--- src/rtl/dma_pingpong_ctl.sv ---
module dma_pingpong_ctl #(
  parameter int LENW = 7,
  parameter int BW   = 4,
  parameter int TW   = 12
) (
  input  logic            clk,
  input  logic            rst_n,
  input  logic            en,
  input  logic            dir_out,
  input  logic [LENW-1:0] cfg_size,
  input  logic [BW-1:0]   cfg_burst,
  input  logic [TW-1:0]   cfg_total,
  output logic            dreq,
  input  logic            dack,
  input  logic            dstb,
  input  logic            eot,
  input  logic            usb_pop,
  input  logic            usb_push,
  input  logic [LENW-1:0] usb_len,
  output logic            busy,
  output logic            done,
  output logic            dma_sel,
  output logic [1:0]      buf_rdy,
  output logic [LENW-1:0] len0,
  output logic [LENW-1:0] len1
);

  logic            run, lock, dreq_q, done_q, dsel, usel;
  logic [1:0]      rdy;
  logic [LENW-1:0] blen [2];
  logic [LENW-1:0] pos;
  logic [BW-1:0]   bcnt;
  logic [TW-1:0]   tot;

  wire             mv        = dreq_q & dack & dstb;
  wire             start     = !run && en && !lock;
  wire [LENW-1:0]  pos_inc   = pos + LENW'(1);
  wire [LENW-1:0]  cur_len   = blen[dsel];
  wire             burst_hit = mv && ((bcnt + BW'(1)) == cfg_burst);
  wire             tot_hit   = mv && ((tot + TW'(1)) == cfg_total);
  wire             fill_hit  = mv && !dir_out && (pos_inc == cfg_size);
  wire             drain_hit = mv && dir_out && (pos_inc == cur_len);
  wire             term      = run && (!en || eot || tot_hit);
  wire             avail     = dir_out ? rdy[dsel] : !rdy[dsel];
  wire             in_close  = !dir_out && (fill_hit || (term && (mv || pos != '0)));
  wire             swap_dma  = in_close || drain_hit;
  wire             pop_ok    = usb_pop && !dir_out && rdy[usel];
  wire             push_ok   = usb_push && dir_out && !rdy[usel] && (usb_len != '0);

  always_ff @(posedge clk or negedge rst_n) begin
    if (!rst_n) begin
      run    <= 1'b0;
      lock   <= 1'b0;
      done_q <= 1'b0;
      dreq_q <= 1'b0;
      dsel   <= 1'b0;
      usel   <= 1'b0;
      rdy    <= '0;
      pos    <= '0;
      bcnt   <= '0;
      tot    <= '0;
      for (int i = 0; i < 2; i++) blen[i] <= '0;
    end else begin
      if (term)       run <= 1'b0;
      else if (start) run <= 1'b1;

      if (term)     lock <= 1'b1;
      else if (!en) lock <= 1'b0;

      done_q <= term;

      if (start)   tot <= '0;
      else if (mv) tot <= tot + TW'(1);

      if (!dreq_q) bcnt <= '0;
      else if (mv) bcnt <= bcnt + BW'(1);

      if (term || burst_hit || fill_hit || drain_hit)
        dreq_q <= 1'b0;
      else if (!dreq_q && run && avail && !dack)
        dreq_q <= 1'b1;

      if (swap_dma) begin
        pos  <= '0;
        dsel <= ~dsel;
      end else if (mv) begin
        pos <= pos_inc;
      end

      if (pop_ok || push_ok) usel <= ~usel;

      for (int i = 0; i < 2; i++) begin
        if (swap_dma && dsel == 1'(i)) begin
          rdy[i] <= !dir_out;
          if (!dir_out) blen[i] <= mv ? pos_inc : pos;
        end else if ((pop_ok || push_ok) && usel == 1'(i)) begin
          rdy[i] <= dir_out;
          if (push_ok) blen[i] <= usb_len;
        end
      end
    end
  end

  assign dreq    = dreq_q;
  assign done    = done_q;
  assign busy    = run;
  assign dma_sel = dsel;
  assign buf_rdy = rdy;
  assign len0    = blen[0];
  assign len1    = blen[1];

  p_req_in_r1: assert property (@(posedge clk) disable iff (!rst_n)
    dreq_q && !dir_out |-> run && !rdy[dsel]);

  p_req_out_r2: assert property (@(posedge clk) disable iff (!rst_n)
    dreq_q && dir_out |-> run && rdy[dsel]);

  p_burst_bound_r3: assert property (@(posedge clk) disable iff (!rst_n)
    dreq_q && cfg_burst != '0 |-> bcnt < cfg_burst);

  p_rearm_after_release_r4: assert property (@(posedge clk) disable iff (!rst_n)
    $rose(dreq_q) |-> $past(!dack));

  p_fill_valid_r5: assert property (@(posedge clk) disable iff (!rst_n)
    fill_hit |=> rdy[$past(dsel)] && !dreq_q && dsel != $past(dsel));

  p_drain_clear_r6: assert property (@(posedge clk) disable iff (!rst_n)
    drain_hit |=> !rdy[$past(dsel)] && !dreq_q);

  p_end_r7: assert property (@(posedge clk) disable iff (!rst_n)
    term |=> !run && !dreq_q && done_q);

  p_done_pulse_r10: assert property (@(posedge clk) disable iff (!rst_n)
    done_q |=> !done_q);

  p_no_self_restart_r10: assert property (@(posedge clk) disable iff (!rst_n)
    done_q && en |=> !run);

endmodule

--- config.mk ---
export PLATFORM = sky130hd
export DESIGN_NAME = dma_pingpong_ctl
export DESIGN_NICKNAME = d
export VERILOG_FILES = /design/src/rtl/dma_pingpong_ctl.sv
export SDC_FILE = /design/constraint.sdc
export NUM_CORES = 1
export LEC_CHECK = 0
export BUFFER_PORTS_ARGS = -buffer_cell sky130_fd_sc_hd__buf_2
export CORE_MARGIN = 10
export CORE_UTILIZATION = 40
export CTS_CLUSTER_SIZE = 25
export DETAILED_ROUTE_END_ITERATION = 8
export SLEW_MARGIN = 20
export SYNTH_ARGS = -nofsm -noshare
export SYNTH_HDL_FRONTEND = slang
export SYNTH_SLANG_ARGS = --single-unit
--- constraint.sdc ---
create_clock -name clk -period 3.4 [get_ports clk]
set_input_delay 0.34 -clock clk [delete_from_list [all_inputs] [get_ports clk]]
set_output_delay 0.34 -clock clk [all_outputs]
set_load 0.005 [all_outputs]
==> run_results.csv, run 1 <==
group,metric,value,unit
critical_path,critPathArrivalTime,3.25,ns
critical_path,cp.depth,9,
layout,diodes,0,
global_route,grt_use_met1,0.199,
synthesis,synth-edff-count,0,
critical_path,rr_worst_depth,9,
outcome,status,"finished, final reports clean",
cts,postCtsHoldBufs,0,
sta,max_freq,328,MHz
sta,worst_pin_slew,0.830,ns
floorplan,initial_core_util,0.415,
layout,nFillCells,847,
sta,slew_headroom,0.444,
synthesis,yosysTopAreaCellShare,0.327,
synthesis,ys.flop_type,"dfrtp_1",
global_route,grt_pass1_wl,16.2,mm
cts,clock_sinks,45,
critical_path,crit_end,"len0[5]$_DFFE_PN0P_",
global_route,grt_max_degree,46,
cts,htreeDepth,2,
detailed_routing,wl,9.80,mm
critical_path,path_buf_inv,0,
critical_path,slowest_stage,"dfrtp_1",
sta,finClkSkew,0.00958,ns
placed_design,pre_cts_slack,0.344,ns
placed_design,port_buffers,58,
synthesis,synth_warnings,0,
synthesis,synth-compound-area-share,0.196,
detailed_routing,vias,3125,
power,p_per_area,635,mW/mm2
global_route,grt_use_total,0.151,
synthesis,syn_avg_cell_area,8.68,um2
floorplan,die_y,113,um
power,leakage,1.70,nW
synthesis,syn_inst,397,
placed_design,place_hpwl,7.50,mm
detailed_routing,via_per_inst,5.67,
layout,multi_input_area,0.00213,mm2
sta,rsz0062_at_grt,"false",
layout,fin_util,0.469,
sta,fin_setup_tns,0,ns
synthesis,synthesis.nets,440,
sta,hold_viol,0,
critical_path,cp-end-kind,"flip-flop",
synthesis,yosys-top-cells-count,"dfrtp_1, nor2_1, xnor2_1",
critical_path,cp.required,3.60,ns
critical_path,worst-setup-path-type,"reg -> reg",
global_route,grt_use_met3,0.0285,
floorplan,dieArea,0.0127,mm2
cts,cts_root_buffer,"clkbuf_8",
synthesis,synth_top_family_by_area,"simple AND/OR/NAND/NOR gates",
synthesis,netlist_area,0.00345,mm2
synthesis,synth-simple-area-share,0.216,
synthesis,synth_xor_area_frac,0.153,
critical_path,start_kind,"flip-flop",
global_route,gr-max-usage-layer,"met2",
synthesis,muxShareOfSynthArea,0.0381,
run,cap_violations,0,
critical_path,path_max_fanout,7,
cts,postCtsSetupBuffers,0,
layout,fin_cells,551,
sta,whs,0.0251,ns
layout,syn_to_final_growth,12.8,%
worst_hold_path,hold_path_class,"in -> async",
cts,clk_pin_slew,0.09,ns
floorplan,row_count,33,
critical_path,critPathTopFamily,"compound AO/OA/AOI/OAI gates",
floorplan,io_pins,59,
critical_path,r2r_slack,0.35,ns
cts,cts_resized,0,
synthesis,synth_top_area_cell,"dfrtp_1",
synthesis,synthArstFlopShare,1.00,
critical_path,reg2reg_from,"tot[0]$_DFFE_PN0P_",
critical_path,startpoint,"tot[0]$_DFFE_PN0P_",
cts,insertion_delay,0.31,ns
synthesis,synth-seq-area-share,0.327,
synthesis,synth_seq_cells,45,
sta,layout_min_cycle_time,3.05,ns
sta,setup_violations,0,
detailed_routing,drtIter0Drc,140,
placed_design,gp_congestion,0.884,
cts,clockBufferDepth,2,
sta,slew_viol_final,0,
synthesis,synth_fa_ha_area_frac,0.0145,
global_route,antenna_found_initial,0,
layout,final_nets,489,
layout,seqCellArea,0.00113,mm2
detailed_routing,dr.pass1.iters,4,
critical_path,path_cells,"ha_1 > xnor2_1 > nand2_1 > a2111o_1 > a2111oi_4 > a41o_2 > a21oi_1 > or2_0 > o221a_2",
placed_design,dpl.cell_count,544,
floorplan,coreArea,0.00830,mm2
synthesis,ys_types,67,
layout,drive_above_1_share,0.197,
critical_path,rr_endpoint,"len0[5]$_DFFE_PN0P_",
synthesis,synth_area_leaders,"dfrtp_1, xnor2_1, nor2_1",
floorplan,die_x,113,um
cts,cts_inserted_buffers,5,
global_route,met2_usage,0.248,
global_route,grt-ovfl-total,0,
synthesis,post-synth-top-count-cell,"dfrtp_1",
critical_path,critPathMaxStageDelay,0.46,ns
sta,fin_crit_sh,0.896,
global_route,grt_pass1_vias,3243,
detailed_routing,detail-route-antenna-nets,0,
power,irDropWorstVdd,0.432,mV
cts,cts_tree,"done",
sta,setup_ws,0.355,ns
detailed_routing,drcViolationCount,0,
detailed_routing,wl_per_cell,17.8,um
[cell families (layout without fill, tap and decap cells)]
family,Yosys count,after routing
xor+xnor,57,57
compound gates,91,91
mux,13,13
flops,45,45
simple gates,143,143
fa+ha+maj,4,4
buf+inv,44,93
[state kept, by name, indices dropped and copies added (netlist names)]
name and flops:
bcnt 4, buf_rdy 2, busy 1, dma_sel 1
done 1, dreq 1, len0 7, len1 7
lock 1, pos 7, tot 12, usel 1
[cell type report]
type	count	area share
multi-input cells	308	0.549
inverters	23	0.0222
repair buffers	63	0.0849
clock buffers	6	0.0187
clock inverters	1	0.00225
flip-flops and latches	45	0.290
well taps	105	0.0338
[cell usage in the layout, fill, tap and decap left out, drive strengths merged, types with 9 or more instances in the layout]
master,n
mux2i,12
nor2,43
xnor2,38
nand2,25
inv,23
o21ai,14
dfrtp,45
nand3,16
a21oi,20
xor2,17
buf,63
o22ai,9
[per-stage QoR]
step           total power, mW  area (um2)
6_report                  2.47        3890
5_1_grt                   2.66        3890
4_1_cts                   2.49        3890
3_5_place_dp              2.14        3800
3_3_place_gp              2.11        3800
2_1_floorplan             1.72        3450
[worst min path at each step]
stage	startpoint	to	slack [ns]	cells after the start
after floorplan	rst_n	bcnt[0]$_DFFE_PN0P_	0.04	0
after global placement	lock$_DFFE_PN0P_	lock$_DFFE_PN0P_	0.49	1
after detailed placement	lock$_DFFE_PN0P_	lock$_DFFE_PN0P_	0.52	1
after CTS	rst_n	buf_rdy[0]$_DFFE_PN0P_	0.26	1
after global routing	rst_n	tot[6]$_DFFE_PN0P_	0.08	1
final	rst_n	bcnt[0]$_DFFE_PN0P_	0.03	1
[routing by layer]
metal / up-vias / part of all wire
li1: 1520 / -
met1: 1501 / 0.48
met2: 94 / 0.47
met3: 10 / 0.047
met4: 0 / 0.011
met5: - / 0
[power breakdown]
group / leakage (nW) / switching, mW / internal [mW]
Combinational: 1.08 / 0.673 / 0.550
Sequential: 0.578 / 0.224 / 0.684
Clock: 0.0412 / 0.196 / 0.143
(Power assumes the default switching activity.)
==> inputs of run 2 (changes only) <==
- PLACE_DENSITY: not set -> 0.61
==> run_results.csv, run 2 (synthesized netlist as in run 1, its figures left out) <==
group,metric,value,unit
power,irDropWorstVdd,0.337,mV
layout,drive_above_1_share,0.203,
layout,syn_to_final_growth,13.7,%
layout,final_cell_mix,"buf_2, dfrtp_1, nor2_1, xnor2_1, nand2_1",
cts,insertion_delay,0.30,ns
power,p_per_area,637,mW/mm2
cts,postCtsHoldBufs,0,
placed_design,port_buffers,58,
cts,clockBufferDepth,2,
sta,max_freq,331,MHz
layout,regMostFlops,"tot",
floorplan,die_x,113,um
critical_path,critPathArrivalTime,3.22,ns
sta,worst_pin_slew,0.851,ns
outcome,status,"finished, final reports clean",
critical_path,cp-end-kind,"flip-flop",
critical_path,path_max_fanout,7,
cts,cts_tree,"done",
detailed_routing,drtIter0Drc,159,
detailed_routing,detail-route-antenna-nets,0,
critical_path,crit_end,"len0[4]$_DFFE_PN0P_",
floorplan,io_pins,59,
floorplan,dieArea,0.0127,mm2
detailed_routing,dr.pass1.iters,6,
sta,slew_viol_final,0,
global_route,grt_use_total,0.144,
layout,diodes,0,
sta,layout_min_cycle_time,3.02,ns
global_route,grt_pass1_wl,15.5,mm
layout,fin_util,0.472,
cts,htreeDepth,2,
global_route,grt_max_degree,46,
critical_path,cp.required,3.60,ns
floorplan,die_y,113,um
sta,hold_viol,0,
cts,cts_resized,0,
critical_path,reg2reg_from,"tot[0]$_DFFE_PN0P_",
floorplan,coreArea,0.00830,mm2
detailed_routing,via_per_inst,5.53,
worst_hold_path,hold_path_class,"in -> async",
floorplan,row_count,33,
detailed_routing,vias,3057,
sta,fin_setup_tns,0,ns
sta,rsz0062_at_grt,"false",
layout,fin_area,0.00392,mm2
placed_design,gp_congestion,0.867,
critical_path,rr_endpoint,"len0[4]$_DFFE_PN0P_",
detailed_routing,drcViolationCount,0,
critical_path,startpoint,"tot[0]$_DFFE_PN0P_",
critical_path,rr_worst_depth,9,
global_route,antenna_found_initial,0,
global_route,grt-ovfl-total,0,
cts,cts_root_buffer,"clkbuf_8",
sta,slew_headroom,0.430,
detailed_routing,wl_per_cell,16.9,um
layout,final_nets,490,
cts,postCtsSetupBuffers,0,
cts,clk_pin_slew,0.09,ns
critical_path,r2r_slack,0.38,ns
sta,setup_violations,0,
cts,cts_inserted_buffers,5,
layout,layout_commonest_cell,"buf_2",
power,p_total,2.50,mW
sta,finClkSkew,0.00516,ns
detailed_routing,wl,9.32,mm
power,leakage,1.71,nW
critical_path,worst-setup-path-type,"reg -> reg",
placed_design,place_area,0.00381,mm2
sta,fin_crit_sh,0.889,
run,cap_violations,0,
global_route,grt_pass1_vias,3137,
critical_path,start_kind,"flip-flop",
layout,largest_register_ffs,12,
floorplan,initial_core_util,0.415,
cts,clock_sinks,45,
placed_design,place_hpwl,7.24,mm
[run 2: area by class of cell]
type	count	area, um2
Timing Repair Buffer	64	338
Tap cell	105	131
Clock inverter	1	8.76
Multi-Input combinational cell	308	2130
Sequential cell	45	1130
Clock buffer	7	96.3
Fill cell	832	4380
Inverter	23	86.3
[run 2: per-layer routing]
layer	vias to the layer above	share of wire	global-route usage
met2	95	0.44	0.221
met1	1427	0.49	0.197
met4	0	0.011	0.0347
met5	-	0	0
met3	11	0.054	0.0365
li1	1524	-	-
[run 2: report_power, final]
group          internal [mW]  leakage [nW]  switching [mW]
registers              0.684         0.578           0.216
logic                  0.551          1.08           0.654
clock network          0.188        0.0549           0.202
total                   1.42          1.71            1.07
[run 2: how the worst min path moves through the flow]
stage / slack, ns / start / endpoint
2_1_floorplan: 0.04 / rst_n / bcnt[0]$_DFFE_PN0P_
3_3_place_gp: 0.49 / lock$_DFFE_PN0P_ / lock$_DFFE_PN0P_
3_5_place_dp: 0.51 / lock$_DFFE_PN0P_ / lock$_DFFE_PN0P_
4_1_cts: 0.26 / rst_n / tot[5]$_DFFE_PN0P_
5_1_grt: 0.07 / rst_n / buf_rdy[0]$_DFFE_PN0P_
6_report: 0.03 / rst_n / tot[5]$_DFFE_PN0P_
[run 2: metrics by stage]
| step | std cells | setup WS (ns) | hold slack [ns] |
|---|---|---|---|
| floorplan | 397 | 0.557 | 0.0444 |
| global placement | 545 | 0.412 | 0.492 |
| detailed placement | 545 | 0.375 | 0.510 |
| CTS | 553 | 0.361 | 0.260 |
| global route | 553 | 0.217 | 0.0682 |
| finish | 553 | 0.378 | 0.0334 |
[run 2: critical path: stages (launching register included)]
cell and delay (ns):
dfrtp_1 0.46, ha_1 0.35, xnor2_1 0.13, nand2_1 0.06, a2111o_1 0.41, a2111oi_4 0.34, a41o_2 0.32, a21oi_1 0.12
or2_0 0.38, o221a_2 0.33
